### src/rtl/cmdq_pkg.sv
package cmdq_pkg;
  localparam int CMD_W     = 32;
  localparam int EOQ_POS   = 31;
  localparam int PAUSE_POS = 30;
  localparam int RD_POS    = 26;

  typedef enum logic [1:0] {
    ST_IDLE = 2'd0,
    ST_WAIT = 2'd1,
    ST_TRIG = 2'd2
  } qstate_e;

  typedef enum logic [1:0] {
    MD_OFF         = 2'd0,
    MD_SINGLE_EDGE = 2'd1,
    MD_CONT_EDGE   = 2'd2,
    MD_SINGLE_SW   = 2'd3
  } qmode_e;

  typedef struct packed {
    logic        eoq;
    logic        pause;
    logic        is_read;
    logic [7:0]  addr;
    logic [15:0] value;
  } cmd_hdr_t;

  function automatic logic edge_mode(input qmode_e m);
    return (m == MD_SINGLE_EDGE) || (m == MD_CONT_EDGE);
  endfunction
endpackage

### src/rtl/cmdq_decode.sv
module cmdq_decode
  import cmdq_pkg::*;
(
  input  logic [CMD_W-1:0] word_i,
  output cmd_hdr_t         hdr_o
);
  logic unused_bits;
  assign unused_bits = ^{word_i[29:27], word_i[25:24]};

  always_comb begin
    hdr_o.eoq     = word_i[EOQ_POS];
    hdr_o.pause   = word_i[PAUSE_POS];
    hdr_o.is_read = word_i[RD_POS];
    hdr_o.addr    = word_i[7:0];
    hdr_o.value   = {word_i[23:16], word_i[15:8]};
  end
endmodule

### src/rtl/cmdq_fsm.sv
module cmdq_fsm
  import cmdq_pkg::*;
(
  input  logic    clk,
  input  logic    rst_n,
  input  qmode_e  mode_i,
  input  logic    arm_i,
  input  logic    trig_i,
  input  logic    xfer_i,
  input  logic    eoq_i,
  input  logic    pause_i,
  output qstate_e state_o
);
  qstate_e state_q, state_d;
  logic    trig_q;
  logic    trig_edge;

  assign trig_edge = trig_i & ~trig_q;

  always_comb begin
    state_d = state_q;
    unique case (state_q)
      ST_IDLE: if (arm_i) begin
        if (edge_mode(mode_i))          state_d = ST_WAIT;
        else if (mode_i == MD_SINGLE_SW) state_d = ST_TRIG;
      end
      ST_WAIT: if (trig_edge) state_d = ST_TRIG;
      ST_TRIG: if (xfer_i) begin
        if (eoq_i)
          state_d = (mode_i == MD_CONT_EDGE) ? ST_WAIT : ST_IDLE;
        else if (pause_i && edge_mode(mode_i))
          state_d = ST_WAIT;
      end
      default: state_d = ST_IDLE;
    endcase
  end

  always_ff @(posedge clk or negedge rst_n) begin
    if (!rst_n) begin
      state_q <= ST_IDLE;
      trig_q  <= 1'b0;
    end else begin
      state_q <= state_d;
      trig_q  <= trig_i;
    end
  end

  assign state_o = state_q;

  // pause in an edge mode parks the queue
  a_r5_pause_waits: assert property (@(posedge clk) disable iff (!rst_n)
    (state_q == ST_TRIG && xfer_i && pause_i && !eoq_i && edge_mode(mode_i))
      |=> state_q == ST_WAIT);
  // software mode ignores pause
  a_r6_pause_ignored: assert property (@(posedge clk) disable iff (!rst_n)
    (state_q == ST_TRIG && xfer_i && !eoq_i && mode_i == MD_SINGLE_SW)
      |=> state_q == ST_TRIG);
  // waiting holds until a trigger edge
  a_r10_wait_holds: assert property (@(posedge clk) disable iff (!rst_n)
    (state_q == ST_WAIT && !(trig_i && !trig_q)) |=> state_q == ST_WAIT);
  // idle holds until armed
  a_r9_idle_holds: assert property (@(posedge clk) disable iff (!rst_n)
    (state_q == ST_IDLE && !arm_i) |=> state_q == ST_IDLE);
endmodule

### src/rtl/cmdq_tc.sv
module cmdq_tc #(
  parameter int TC_W = 8
) (
  input  logic            clk,
  input  logic            rst_n,
  input  logic            xfer_i,
  input  logic            eoq_i,
  output logic [TC_W-1:0] tc_o
);
  localparam logic [TC_W-1:0] ONE = TC_W'(1);

  logic [TC_W-1:0] tc_q;

  always_ff @(posedge clk or negedge rst_n) begin
    if (!rst_n)      tc_q <= '0;
    else if (xfer_i) tc_q <= eoq_i ? '0 : tc_q + ONE;
  end

  assign tc_o = tc_q;

  // end-of-queue clears the counter
  a_r4_eoq_zero: assert property (@(posedge clk) disable iff (!rst_n)
    (xfer_i && eoq_i) |=> tc_q == '0);
  // a plain transfer steps by one
  a_r3_step: assert property (@(posedge clk) disable iff (!rst_n)
    (xfer_i && !eoq_i) |=> tc_q == $past(tc_q) + ONE);
  // no transfer, no change
  a_r2_hold: assert property (@(posedge clk) disable iff (!rst_n)
    !xfer_i |=> $stable(tc_q));
endmodule

### src/rtl/cmdq_flags.sv
module cmdq_flags #(
  parameter int NFLAG = 2
) (
  input  logic             clk,
  input  logic             rst_n,
  input  logic [NFLAG-1:0] set_i,
  input  logic [NFLAG-1:0] clr_i,
  output logic [NFLAG-1:0] flag_o
);
  for (genvar g = 0; g < NFLAG; g++) begin : g_flag
    logic q;
    always_ff @(posedge clk or negedge rst_n) begin
      if (!rst_n)        q <= 1'b0;
      else if (set_i[g]) q <= 1'b1;
      else if (clr_i[g]) q <= 1'b0;
    end
    assign flag_o[g] = q;

    // a set is seen next cycle, even against a clear
    a_r11_set_wins: assert property (@(posedge clk) disable iff (!rst_n)
      set_i[g] |=> q);
    // sticky without a clear
    a_r11_sticky: assert property (@(posedge clk) disable iff (!rst_n)
      (q && !clr_i[g]) |=> q);
  end
endmodule

### src/rtl/cmdq_seq.sv
module cmdq_seq
  import cmdq_pkg::*;
#(
  parameter int TC_W = 8
) (
  input  logic             clk,
  input  logic             rst_n,
  input  logic [1:0]       mode_i,
  input  logic             arm_i,
  input  logic             trig_i,
  input  logic             cmd_valid_i,
  input  logic [CMD_W-1:0] cmd_data_i,
  output logic             cmd_ready_o,
  output logic             out_valid_o,
  input  logic             out_ready_i,
  output logic [CMD_W-1:0] out_data_o,
  output logic             out_expect_rsp_o,
  output logic             out_is_write_o,
  output logic [7:0]       out_reg_addr_o,
  output logic [15:0]      out_reg_value_o,
  output logic [1:0]       state_o,
  output logic [TC_W-1:0]  tc_o,
  output logic             eoq_flag_o,
  output logic             pause_flag_o,
  input  logic             clr_eoq_i,
  input  logic             clr_pause_i
);
  localparam int NFLAG = 2;

  cmd_hdr_t         hdr;
  qstate_e          state;
  logic             live;
  logic             xfer;
  logic [NFLAG-1:0] flags;

  cmdq_decode u_dec (.word_i(cmd_data_i), .hdr_o(hdr));

  assign live        = (state == ST_TRIG);
  assign out_valid_o = cmd_valid_i & live;
  assign cmd_ready_o = out_ready_i & live;
  assign xfer        = out_valid_o & out_ready_i;

  assign out_data_o       = cmd_data_i;
  assign out_expect_rsp_o = hdr.is_read;
  assign out_is_write_o   = ~hdr.is_read;
  assign out_reg_addr_o   = hdr.addr;
  assign out_reg_value_o  = hdr.value;

  cmdq_fsm u_fsm (
    .clk(clk), .rst_n(rst_n), .mode_i(qmode_e'(mode_i)), .arm_i(arm_i),
    .trig_i(trig_i), .xfer_i(xfer), .eoq_i(hdr.eoq), .pause_i(hdr.pause),
    .state_o(state)
  );

  cmdq_tc #(.TC_W(TC_W)) u_tc (
    .clk(clk), .rst_n(rst_n), .xfer_i(xfer), .eoq_i(hdr.eoq), .tc_o(tc_o)
  );

  cmdq_flags #(.NFLAG(NFLAG)) u_flags (
    .clk(clk), .rst_n(rst_n),
    .set_i({xfer & hdr.pause, xfer & hdr.eoq}),
    .clr_i({clr_pause_i, clr_eoq_i}),
    .flag_o(flags)
  );

  assign eoq_flag_o   = flags[0];
  assign pause_flag_o = flags[1];
  assign state_o      = state;

  // an empty FIFO leaves a triggered queue triggered
  a_r2_stall_keeps_state: assert property (@(posedge clk) disable iff (!rst_n)
    (state == ST_TRIG && !cmd_valid_i) |=> state == ST_TRIG);
  // continuous scan re-waits after end-of-queue
  a_r8_cont_rewait: assert property (@(posedge clk) disable iff (!rst_n)
    (cmd_valid_i && cmd_ready_o && hdr.eoq && mode_i == 2'd2) |=> state == ST_WAIT);
endmodule

### config.mk
export PLATFORM = sky130hd
export DESIGN_NAME = cmdq_seq
export DESIGN_NICKNAME = d
export VERILOG_FILES = /design/src/rtl/cmdq_pkg.sv /design/src/rtl/cmdq_decode.sv /design/src/rtl/cmdq_fsm.sv /design/src/rtl/cmdq_tc.sv /design/src/rtl/cmdq_flags.sv /design/src/rtl/cmdq_seq.sv
export SDC_FILE = /design/constraint.sdc
export NUM_CORES = 1
export LEC_CHECK = 0
export BUFFER_PORTS_ARGS = -buffer_cell sky130_fd_sc_hd__buf_2
export CORE_ASPECT_RATIO = 1.25
export CORE_UTILIZATION = 33
export CTS_BUF_LIST = sky130_fd_sc_hd__clkbuf_4
export CTS_CLUSTER_SIZE = 12
export DETAILED_ROUTE_END_ITERATION = 7
export PLACE_DENSITY = 0.84
export SYNTH_ARGS = -nofsm -noshare
export SYNTH_HDL_FRONTEND = slang
export SYNTH_SLANG_ARGS = --single-unit
### constraint.sdc
create_clock -name clk -period 1.39 [get_ports clk]
set_clock_uncertainty 0.15 [all_clocks]
set_input_delay 0.417 -clock clk [delete_from_list [all_inputs] [get_ports clk]]
set_output_delay 0.417 -clock clk [all_outputs]
set_load 0.02 [all_outputs]
* Word-level counts from Yosys, hierarchy flattened
Index checks and enable logic that the tools add are counted.
Widths: inputs -> output; s select.
** Word-level totals
- Register bits after elaboration :: 13
- Input port bits :: 42
** Operators by class
- Add/sub/neg operators :: 1
- Eq/ne operators :: 10
- Bitwise logic cells :: 8
- Muxes and demuxes :: 14
- Reductions and logical operators :: 6
** Operator list (number)
- $mux 2 :: 7
- $add 8x1->8 const B :: 1
- $mux 8 :: 1
- $and 1x1->1 :: 6
- $eq 2x2->1 const B :: 3
- $pmux 2 s3 :: 1
- $mux 1 :: 5
- $reduce_and 5->1 :: 1
- $eq 2x1->1 const B :: 2
- $ne 2x1->1 const B :: 2
- $reduce_bool 2->1 :: 2
- $ne 3x1->1 const B :: 1
- $ne 3x2->1 const B :: 1
- $logic_not 2->1 :: 1
- $ne 2x2->1 const B :: 1
- $not 1->1 :: 2
- $logic_and 1x1->1 :: 1
- $logic_or 1x1->1 :: 1

* Longest topological paths before layout
Gate-level depths: netlist of the first run.
- Word-level depth :: 7
- Depth in mapped cells :: 5
- Mapped depth without buffers :: 5

* Modules after synthesis
From an unflattened synthesis of the first run, not the netlist that was laid out.
** Unflattened totals
- Cells, all modules :: 137
- Area total of the unflattened synthesis :: 1216.2 um^2
** Modules (own cells, without submodules)
- cmdq_tc :: times used 1, cells an instance 43, area each 420.4 um^2, sequential area each 200.2 um^2
- cmdq_seq :: times used 1, cells an instance 38, area each 286.5 um^2, sequential area each 0.0 um^2
- cmdq_fsm :: times used 1, cells an instance 21, area each 219.0 um^2, sequential area each 75.1 um^2
- cmdq_decode :: times used 1, cells an instance 27, area each 202.7 um^2, sequential area each 0.0 um^2
- cmdq_flags :: times used 1, cells an instance 8, area each 87.6 um^2, sequential area each 50.0 um^2

* Worst setup path after synthesis of the first run
Ideal clock, no wire load.
- Kind :: input port to flip-flop
- Start point :: in mode_i[0]
- End point :: reg u_fsm.state_q[0] (netlist: u_fsm.state_o[0])
- Arrival :: 1.427 ns
- Path slack :: -0.264 ns
- Path buffers :: 0
- Library setup time :: 0.077 ns
- Required time :: 1.163 ns
- Stages :: 5
- Cell sequence :: inv_1 > ha_1 > and2b_1 > or3_2 > a21oi_1
** Between the ends
- Word-level cells in the longest chain between the ends :: 5
- Elaborated cells on any way between the ends :: 14
** RTL lines
- start, declared :: RTL line cmdq_seq.sv:8 : input logic [1:0] mode_i,
- $eq 2x2->1 / $eq 2x1->1 (equally long branches) :: RTL line cmdq_pkg.sv:29, cmdq_fsm.sv:30
- $mux 1 / $logic_or 1x1->1 (equally long branches) :: RTL line cmdq_fsm.sv:30, cmdq_pkg.sv:29
- $mux 2 (tied with other cells) :: RTL line cmdq_fsm.sv:29 : if (eoq_i)
- $mux 2 (tied with other cells) :: RTL line cmdq_fsm.sv:28 : ST_TRIG: if (xfer_i) begin
- $pmux 2 s3 / $reduce_and 5->1 (equally long branches)
- end signal, assigned :: RTL line cmdq_fsm.sv:43 : state_q <= state_d;
- end, declared :: RTL line cmdq_fsm.sv:14 : qstate_e state_q, state_d;
Parallel ways exist; a longest one is shown, timed or not. The select of a mux whose other input is x is not followed.
A chain may end at the register's enable or synchronous reset.

* Final worst setup path of the first run
- Start point :: reg u_fsm.state_q[0] (netlist: u_fsm.state_o[0])
- End point :: out cmd_ready_o
** Between the ends
- Word-level cells in the longest chain between the ends :: 2
** RTL lines
- $eq 2x2->1 :: RTL line cmdq_seq.sv:38 : assign live = (state == ST_TRIG);
- $and 1x1->1 :: RTL line cmdq_seq.sv:40 : assign cmd_ready_o = out_ready_i & live;
- end, declared :: RTL line cmdq_seq.sv:13 : output logic cmd_ready_o,
No other way between the ends.

==> impl_metrics.tcl, run 1 <==
set metrics [dict create \
    switching_share 0.3510 \
    dr_wl_met3_um 204 \
    p_leak_uw 0.0007026 \
    die-height_um 67.85 \
    hpwl_mm 1.584 \
    grt_max_degree 14 \
    cts_tree "built" \
    grt_usage 0.1416 \
    crit_fanout 3 \
    row_count 23 \
    numClockSinks 13 \
    dp.cells 156 \
    p_per_area_mw_per_mm2 1278 \
    p_int_uw 1202 \
    synth_simple_gate_area_frac 0.1563 \
    vias 843 \
    worstSetupPathType "register to primary output" \
    hold_viol 0 \
    cts_made_buffers 3 \
    yosysSeqAreaShare 0.2842 \
    cpPeakStageDelay_ns 0.41 \
    ir_drop_uv 628.9 \
    combPwrFrac 0.595 \
    setup_tns_ns -3.252 \
    synth_top_family_by_area "buffers and inverters" \
    syn_nets 177 \
    crit_chain "and2b_2 -> and2_4 -> buf_6" \
    drtIter0Drc 5 \
    syn_inst 132 \
    yosysTopAreaCell "buf_4" \
    grt_pass1_wl_mm 3.746 \
    portBuffers 31 \
    status "complete, but fails checks" \
    worst_pin_slew_ns 0.3195 \
    htree_levels 1 \
    yosysTopAreaCellShare 0.3738 \
    finalMaxSlewViolations 0 \
    layout_setup_ws_ns -0.3399 \
    post-route-period-util 1.245 \
    syn_to_final_growth_pct 26.56 \
    max_freq_mhz 578.1 \
    avgSynthCellArea_um2 8.673 \
    pwr-share-clk 0.135 \
    p_total_uw 1852 \
    place_congestion 0.7560 \
    antenna_cells 0 \
    end_kind "primary output" \
    clk_pin_slew_ns 0.10 \
    max_cap_viol_count 0 \
    fin_crit_ns 1.730 \
    netlist_area_mm2 0.001145 \
    routed_wl_mm 2.392 \
    ioPinCount 114 \
    final_cells 181 \
    cpMaxStageDelayCell "dfrtp_2" \
    nets 190 \
    fin_util 0.4456 \
    muxShareOfSynthArea 0 \
    drive_gt1_frac 0.6597 \
    synth_compound_area_frac 0.1290 \
    met2_wirelength_mm 1.274 \
    cts-root-buf "clkbuf_4" \
    antenna_left 0 \
    grt_pass1_vias 863 \
    ys_ff_latch 13 \
    failed_checks "negative setup slack" \
    top_layer "met4" \
    r2r-start "u_fsm.state_o[0]" \
    grt_overflow_total 0 \
    drt_pre_antenna_iters 4 \
    rsz0062_at_grt "yes" \
    slew_headroom 0.7870 \
    seqPwrFrac 0.270 \
    worstPathRequired_ns 0.82 \
    coreArea_mm2 0.003252 \
    synth.distinct_cells 29 \
    start_util 0.3521 \
    synth_area_leaders "buf_4, dfrtp_1, o21ai_0" \
    dieArea_mm2 0.003710 \
    startpoint_type "register" \
    wl_per_cell_um 13.22 \
    antenna_found_initial 0 \
    switchingPower_uw 649.9 \
    drc_errors 0 \
    cp.arrival_ns 1.16 \
    synth_xor_area_frac 0 \
    insertion_delay_ns 0.29 \
    min_from "trig_i" \
    yosysWarnings 0 \
    via_per_inst 4.657 \
    clock_path_buffers 2 \
    met1Wirelength_um 854 \
    holdCritPathClass "input port to register" \
    die_w_um 54.68 \
    startpoint "u_fsm.state_o[0]" \
    synth_fa_ha_area_frac 0.03279 \
    finalSetupViolCount 23 \
]
layout by cell type (no fill, tap or decap), types with 2 or more instances in the layout:
cell type and n:
o31ai_1 4, nand2_1 5, inv_1 4, nand3_2 2, buf_6 24, buf_4 23, nand2b_1 2, o21ai_2 2
or4_1 3, a21boi_1 4, clkbuf_4 3, dfrtp_2 7, nand2_2 2, o21ai_1 4, buf_2 17, dfrtp_1 6
ha_4 2, o21ai_0 3, and2_4 2, nand3_1 2, a31oi_1 2
critical path, delay by kind of cell (launching register included):
| kind | cells | cell delay [ns] |
|---|---|---|
| buffers and inverters | 1 | 0.11 |
| AND/OR/NAND/NOR | 2 | 0.36 |
| flip-flops | 1 | 0.41 |
layout make-up:
cell class                 count  area, um^2
multi-input combinational     55       449.2
inverter                       5       18.77
timing repair buffer          67       573.1
fill                         305        1803
tap                           37       46.29
clock inverter                 1       5.005
sequential                    13       334.1
clock buffer                   3       22.52
cell usage after synthesis (all sizes together):
| cell type | count |
|---|---|
| a211oi | 1 |
| dfrtp | 13 |
| nand3 | 4 |
| a21oi | 1 |
| o2111ai | 1 |
| a21boi | 4 |
| nand4b | 1 |
| and4b | 1 |
| or3 | 2 |
| nand2 | 8 |
| a31oi | 2 |
| o21ai | 9 |
| clkbuf | 1 |
| ha | 3 |
| and2 | 2 |
| o2bb2ai | 1 |
| o31ai | 4 |
| nand4 | 1 |
| nand2b | 2 |
| nor2 | 1 |
| and3b | 1 |
| and2b | 2 |
| inv | 5 |
| nor2b | 1 |
| or4 | 3 |
| buf | 58 |
final timing paths:
kind	to	slack [ns]	cells after the start
worst max register to register	u_tc.tc_o[3]	-0.19	5
min in group asynchronous	u_tc.tc_o[7]	0.40	2
worst min register to register	u_tc.tc_o[4]	0.46	2
worst min-delay path	u_fsm.trig_q	0.09	1
worst max-delay path	cmd_ready_o	-0.34	3
max in group asynchronous	u_tc.tc_o[3]	0.42	2
logic make-up (layout without fill, tap and decap cells):
group           count (synthesis)  in the layout
simple gates                   29             29
flops                          13             13
buf+inv                        64             76
compound gates                 23             23
fa+ha+maj                       3              3
what timing repair did:
action / 4_1_cts / 5_1_grt
setup buffers: 15 / 5
pin swaps: 4 / 5
gates resized for setup: 45 / 11
hold buffers: 1 / 0
endpoints found under the setup margin: 22 / 26
endpoints found under the hold margin: 13 / 0
per-stage QoR:
stage               hold WS [ns]  cell area, um^2  worst slack [ns]
finish                   0.08798             1449           -0.3399
global route             0.08110             1449           -0.3910
CTS                      0.07917             1375           -0.3547
detailed placement        0.1854             1091           -0.2151
global placement          0.1732             1091           -0.1947
floorplan               -0.02859             1209          -0.09622
per-layer routing:
metal,up-vias,GRT usage
met2,27,0.2470
li1,418,-
met4,0,0.08974
met3,13,0.03778
met1,385,0.1434
met5,-,0
state kept, by name (all words and copies together), names as in the netlist:
name,flops
u_fsm.state_o,2
u_tc.tc_o,8
u_flags.g_flag.q,2
u_fsm.trig_q,1
power by group through the flow:
stage          combinational [uW]  sequential (uW)  clock [uW]
6_report                     1100              500         250
5_1_grt                      1180              505         279
4_1_cts                      1000              494         261
3_5_place_dp                  637              536           0
3_3_place_gp                  623              533           0
2_1_floorplan                 469              637           0
Note: power is estimated with default switching activity, not from simulation.
==> run 2, diff against run 1 <==
ABC_AREA = 1   (was default)
CORE_UTILIZATION = 34   (was 33)
==> run 2 against run 1 <==
Compared with the run above: the flow still finishes with violations (negative setup slack); via count is 9.1% higher; utilization is 4.9 points lower; critical endpoint unchanged; synthesized cell count is 25% higher; critical path depth is 1 higher.
==> impl_metrics.tcl, run 2 <==
set metrics [dict create \
    status "complete, but fails checks" \
    failed_checks "negative setup slack" \
    synth_area_leaders "buf_4, dfrtp_1, nand2_1" \
    synth-edff-count 0 \
    yosysWarnings 0 \
    syn_inst 165 \
    synth_xor_area_frac 0 \
    worstPathRequired_ns 0.82 \
    avgSynthCellArea_um2 7.386 \
    dp.cells 183 \
    final_cell_mix "nand2_1, buf_2, buf_4" \
    yosysTopAreaCellShare 0.3511 \
    grt_max_degree 14 \
    filler_cell_count 326 \
    combPwrFrac 0.566 \
    yosysTopAreaCell "buf_4" \
    finalMaxSlewViolations 0 \
    muxShareOfSynthArea 0 \
    switching_share 0.4179 \
    antenna_left 0 \
    final_cells 200 \
    hold_depth 1 \
    routed_wl_mm 2.333 \
    p_per_area_mw_per_mm2 1404 \
    finalSetupViolCount 18 \
    r2r-end "u_tc.tc_o[3]" \
    netlist_area_mm2 0.001219 \
    min_from "trig_i" \
    cpPeakStageDelay_ns 0.41 \
    crit_chain "inv_2 -> nand2_4 -> nor2_4 -> buf_6" \
    insertion_delay_ns 0.28 \
    cts-root-buf "clkbuf_4" \
    hold_viol 0 \
    hpwl_mm 1.585 \
    fin_crit_ns 1.589 \
    grt_usage 0.1197 \
    switchingPower_uw 769.6 \
    async_flop_share 1.000 \
    cts_made_buffers 3 \
    layout.cells.most_common "nand2_1" \
    largest_reg_flops 8 \
    ioPinCount 114 \
    hold_end "u_fsm.trig_q" \
    yosys-top-cells-count "buf_4, nand2_1, nor2_1" \
    seqPwrFrac 0.288 \
    cp.arrival_ns 1.02 \
    wl_per_cell_um 11.67 \
    synth_top_family_by_area "buffers and inverters" \
    drive_gt1_frac 0.4601 \
    clock_path_buffers 2 \
    syn_nets 210 \
    slew_headroom 0.7959 \
    post-route-period-util 1.143 \
    coreArea_mm2 0.003309 \
    path_buf_inv 2 \
    grt_pass1_wl_mm 3.505 \
    drc_errors 0 \
    cts_tree "built" \
    worstSetupPathType "register to primary output" \
    ir_drop_uv 552.1 \
    end_kind "primary output" \
    final_area_mm2 0.001311 \
    yosysSeqAreaShare 0.2669 \
    drt_pre_antenna_iters 4 \
    startpoint_type "register" \
    vias 920 \
    rsz0062_at_grt "yes" \
    die-height_um 68.94 \
    numClockSinks 13 \
    grt_overflow_total 0 \
    antenna_cells 0 \
    max_cap_viol_count 0 \
    portBuffers 31 \
    crit_fanout 3 \
    p_leak_uw 0.0006707 \
    r2r-start "u_fsm.state_o[0]" \
    clk_pin_slew_ns 0.08 \
    synth_fa_ha_area_frac 0.03080 \
    worst_pin_slew_ns 0.3061 \
    drtIter0Drc 5 \
    yosysMostFrequentCell "buf_4" \
    synth_simple_gate_area_frac 0.2413 \
    die_w_um 55.55 \
    rrSetupSlack_ns -0.14 \
    start_util 0.3682 \
    r2r_cells 8 \
    layout_setup_ws_ns -0.1992 \
    antenna_found_initial 0 \
    holdCritPathClass "input port to register" \
    via_per_inst 4.600 \
    synth_compound_area_frac 0.06057 \
    ys_ff_latch 13 \
    synth.distinct_cells 18 \
    dieArea_mm2 0.003829 \
    htree_levels 1 \
    dominantRegCellSynth "dfrtp_1" \
    max_freq_mhz 629.3 \
    path_delay_family "flip-flops" \
    syn_to_final_growth_pct 7.598 \
    nets 209 \
    p_int_uw 1072 \
    placed_area_mm2 0.001069 \
    grt_pass1_vias 867 \
    place_congestion 0.8419 \
    row_count 23 \
    pwr-share-clk 0.147 \
    cpMaxStageDelayCell "dfrtp_2" \
]
## run 2: cell count changes in the layout (fill, tap and decap cells not counted), sizes merged, moves of 3 or more
| cell | change |
|---|---|
| nand2 | +22 |
| o31ai | -4 |
| inv | +10 |
| a21boi | -4 |
| buf | -16 |
| nand3 | +5 |
| or4 | -3 |
| nor2 | +18 |
| a21oi | +4 |
## run 2: worst max path at each step
stage                       endpoint             start  depth (start not counted)  slack (ns)
global route             out_valid_o  u_fsm.state_o[0]                          4       -0.26
CTS                      cmd_ready_o  u_fsm.state_o[0]                          4       -0.22
floorplan                cmd_ready_o  u_fsm.state_o[0]                          3      -0.008
finish                   cmd_ready_o  u_fsm.state_o[0]                          4       -0.20
global placement    u_fsm.state_o[1]         mode_i[0]                          7       -0.09
detailed placement  u_fsm.state_o[1]         mode_i[0]                          7       -0.14
## run 2: per-layer routing
layer / GRT usage / wire, um / part of all wire
met5: 0 / 0 / 0
met4: 0.1125 / 68 / 0.029
met3: 0.005597 / 141 / 0.060
met2: 0.2455 / 1298 / 0.56
met1: 0.1066 / 823 / 0.35
## run 2: worst register-to-register path: stages, from the launching register on
cell and delay [ns]:
dfrtp_2 0.41, inv_2 0.07, nand2_4 0.07, buf_4 0.14, buf_6 0.11, nor3_4 0.18
buf_6 0.16, a21oi_2 0.06, nor2_1 0.11
## run 2: logic make-up after synthesis
kind of cell / after synthesis
AO/OA/AOI/OAI: 14
flip-flops: 13
adder cells (fa/ha/maj): 3
buffers and inverters: 73
AND/OR/NAND/NOR: 62
## run 2: layout make-up
type | count | area (um^2) | area share
multi-input cells | 79 | 451.7 | 0.3445
repair buffers | 51 | 392.9 | 0.2996
flip-flops and latches | 13 | 330.3 | 0.2519
inverters | 16 | 60.06 | 0.04580
well taps | 37 | 46.29 | 0.03531
clock buffers | 4 | 30.03 | 0.02290
## run 2: power by group through the flow
stage	Combinational (uW)	Clock, uW	Sequential, uW
after detailed placement	735	0	562
after CTS	972	272	529
final	1040	270	530
after global routing	1130	292	539
after global placement	722	0	560
after floorplan	623	0	652
## run 2: through the flow
step | hold slack (ns) | setup TNS (ns) | total power [uW] | setup WS, ns | util
CTS | 0.1032 | -0.7776 | 1772 | -0.2170 | 0.3830
global route | 0.1097 | -2.539 | 1964 | -0.2584 | 0.3962
floorplan | -0.02859 | -0.008347 | 1275 | -0.008347 | -
global placement | 0.1720 | -0.2077 | 1282 | -0.09390 | 0.3229
finish | 0.1112 | -1.559 | 1842 | -0.1992 | 0.3962
detailed placement | 0.1768 | -0.2948 | 1297 | -0.1423 | 0.3229
## run 2: repair_timing
item	CTS	global route
hold buffers	1	0
endpoints found under the setup margin	14	20
pin swaps	1	10
resized for setup	25	13
endpoints found under the hold margin	13	0
setup buffers	11	1
==> run 3, diff against run 2 <==
CORE_UTILIZATION = 35   (was 34)
PLACE_DENSITY = 0.85   (was 0.84)
SYNTH_HIERARCHICAL = 1   (was default)
==> run 3 against run 2 <==
Compared with the run above: the flow still finishes with violations (negative setup slack); hold slack worse by 0.014 ns; sequential share of layout area hardly changed; first-iteration DRC count grew to 3.0 times the previous value; clock power is 5% lower; register-to-register slack better by 0.02 ns; critical path type unchanged; critical endpoint unchanged.
==> impl_metrics.tcl, run 3 <==
set metrics [dict create \
    synth.distinct_cells 18 \
    fin_crit_ns 1.629 \
    async_flop_share 1.000 \
    p_leak_uw 0.0007451 \
    cts_tree "built" \
    grt_usage 0.1117 \
    final_area_mm2 0.001308 \
    drive_gt1_frac 0.4398 \
    largest_reg_flops 8 \
    yosys-top-cells-count "buf_4, nand2_1, inv_1" \
    worst_pin_slew_ns 0.2925 \
    grt_pass1_vias 781 \
    drtIter0Drc 15 \
    wl_per_cell_um 10.44 \
    antenna_found_initial 0 \
    routed_wl_mm 2.120 \
    drc_errors 0 \
    via_per_inst 4.330 \
    hold_viol 0 \
    avgSynthCellArea_um2 7.176 \
    grt_overflow_total 0 \
    syn_to_final_growth_pct 4.709 \
    layout.cells.most_common "nand2_1" \
    cts_made_buffers 3 \
    pwr-share-clk 0.125 \
    ir_drop_uv 807.4 \
    p_int_uw 1225 \
    switchingPower_uw 823.0 \
    post-route-period-util 1.172 \
    synth-edff-count 0 \
    seqPwrFrac 0.287 \
    combPwrFrac 0.587 \
    yosysTopAreaCell "buf_4" \
    hold_end "u_fsm/trig_q" \
    numClockSinks 13 \
    syn_inst 174 \
    switching_share 0.4019 \
    drt_pre_antenna_iters 4 \
    dominantRegCellSynth "dfrtp_1" \
    failed_checks "negative setup slack" \
    r2r-end "u_tc/tc_o[5]" \
    place_congestion 0.7685 \
    nets 212 \
    portBuffers 31 \
    finalMaxSlewViolations 0 \
    yosysTopAreaCellShare 0.3667 \
    syn_nets 219 \
    max_cap_viol_count 0 \
    yosysSeqAreaShare 0.2605 \
    whs_ns 0.09761 \
    crit_fanout 2 \
    p_per_area_mw_per_mm2 1566 \
    min_from "trig_i" \
    hpwl_mm 1.490 \
    coreArea_mm2 0.003309 \
    holdCritPathClass "input port to register" \
    die-height_um 68.78 \
    clock_path_buffers 2 \
    grt_max_degree 14 \
    cts-root-buf "clkbuf_4" \
    netlist_area_mm2 0.001249 \
    r2r_cells 11 \
    start_util 0.3773 \
    synth_area_leaders "buf_4, dfrtp_1, nand2_1" \
    finalSetupViolCount 11 \
    end_kind "primary output" \
    yosysWarnings 6 \
    layout_setup_ws_ns -0.2394 \
    vias 879 \
    final_cell_mix "nand2_1, inv_1, buf_4" \
    grt_pass1_wl_mm 3.180 \
    htree_levels 1 \
    rsz0062_at_grt "yes" \
    startpoint_type "register" \
    placed_area_mm2 0.001045 \
    row_count 23 \
    worstSetupPathType "register to primary output" \
    p_total_uw 2048 \
    ioPinCount 114 \
    antenna_left 0 \
    max_freq_mhz 613.7 \
    insertion_delay_ns 0.28 \
    worstPathRequired_ns 0.82 \
    antenna_cells 0 \
    cp.arrival_ns 1.06 \
    dieArea_mm2 0.003812 \
    ys_ff_latch 13 \
    clk_pin_slew_ns 0.08 \
    hold_depth 1 \
    r2r-start "u_fsm/state_o[0]" \
    status "complete, but fails checks" \
    die_w_um 55.43 \
    slew_headroom 0.8050 \
    yosysMostFrequentCell "buf_4" \
    rrSetupSlack_ns -0.12 \
]
## run 3: changes by cell type after synthesis, sizes merged, moves of 3 or more
cell   previous run  this run
buf              57        62
inv              15        29
nand2            30        36
nand3             9         6
nor2             19        15
o21ai             7         1
## run 3: worst max path at each step
stage	start	to	slack [ns]
final	u_fsm/state_o[0]	cmd_ready_o	-0.24
after global routing	u_fsm/state_o[0]	out_valid_o	-0.30
after CTS	u_fsm/state_o[0]	out_valid_o	-0.25
after detailed placement	cmd_valid_i	u_tc/tc_o[5]	-0.16
after global placement	cmd_valid_i	u_tc/tc_o[5]	-0.12
after floorplan	u_fsm/state_o[0]	u_tc/tc_o[5]	-0.12
## run 3: area by class of cell
| cell class | count | area [um^2] |
|---|---|---|
| repair buffers | 50 | 384.1 |
| flip-flops and latches | 13 | 329.1 |
| well taps | 37 | 46.29 |
| inverters | 29 | 113.9 |
| multi-input cells | 70 | 404.1 |
| clock buffers | 4 | 30.03 |
| fillers | 358 | 2002 |
## run 3: timing repair
item / in CTS / in global routing
pin swaps: 2 / 7
setup buffers: 11 / 2
setup endpoints to repair: 18 / 23
hold endpoints to repair: 13 / 0
hold buffers: 1 / 0
resized for setup: 31 / 7
## run 3: logic make-up after synthesis
family | share of synthesized area
DFF | 0.2605
and+or+nand+nor | 0.2224
AOI/OAI and AO/OA | 0.02404
buffers and inverters | 0.4629
adders and majority gates | 0.03006
## run 3: critical path: stages (launching register included)
cell	delay (ns)
dfrtp_2	0.43
inv_2	0.06
nand2_2	0.07
nor2_2	0.08
buf_4	0.14
## run 3: stage by stage
step | instances | util | setup WS [ns] | TNS [ns]
final | 203 | 0.3951 | -0.2394 | -1.202
after global routing | 203 | 0.3951 | -0.2980 | -2.207
after CTS | 201 | 0.3826 | -0.2507 | -1.274
after detailed placement | 185 | 0.3157 | -0.1588 | -0.8607
after global placement | 185 | 0.3157 | -0.1172 | -0.5607
after floorplan | 174 | - | -0.1222 | -0.3949
## run 3: routing by layer
metal | vias to the layer above | wire length (um) | global-route usage
met5 | - | 0 | 0
met4 | 0 | 95 | 0.09688
met3 | 15 | 176 | 0.02799
met2 | 37 | 1043 | 0.2048
met1 | 388 | 806 | 0.1065
li1 | 439 | - | -
## run 3: power groups by stage
stage	Combinational [uW]	Clock, uW	Sequential (uW)
floorplan	614	0	743
global placement	777	0	610
detailed placement	794	0	614
CTS	1160	266	586
global route	1310	286	603
finish	1200	257	588
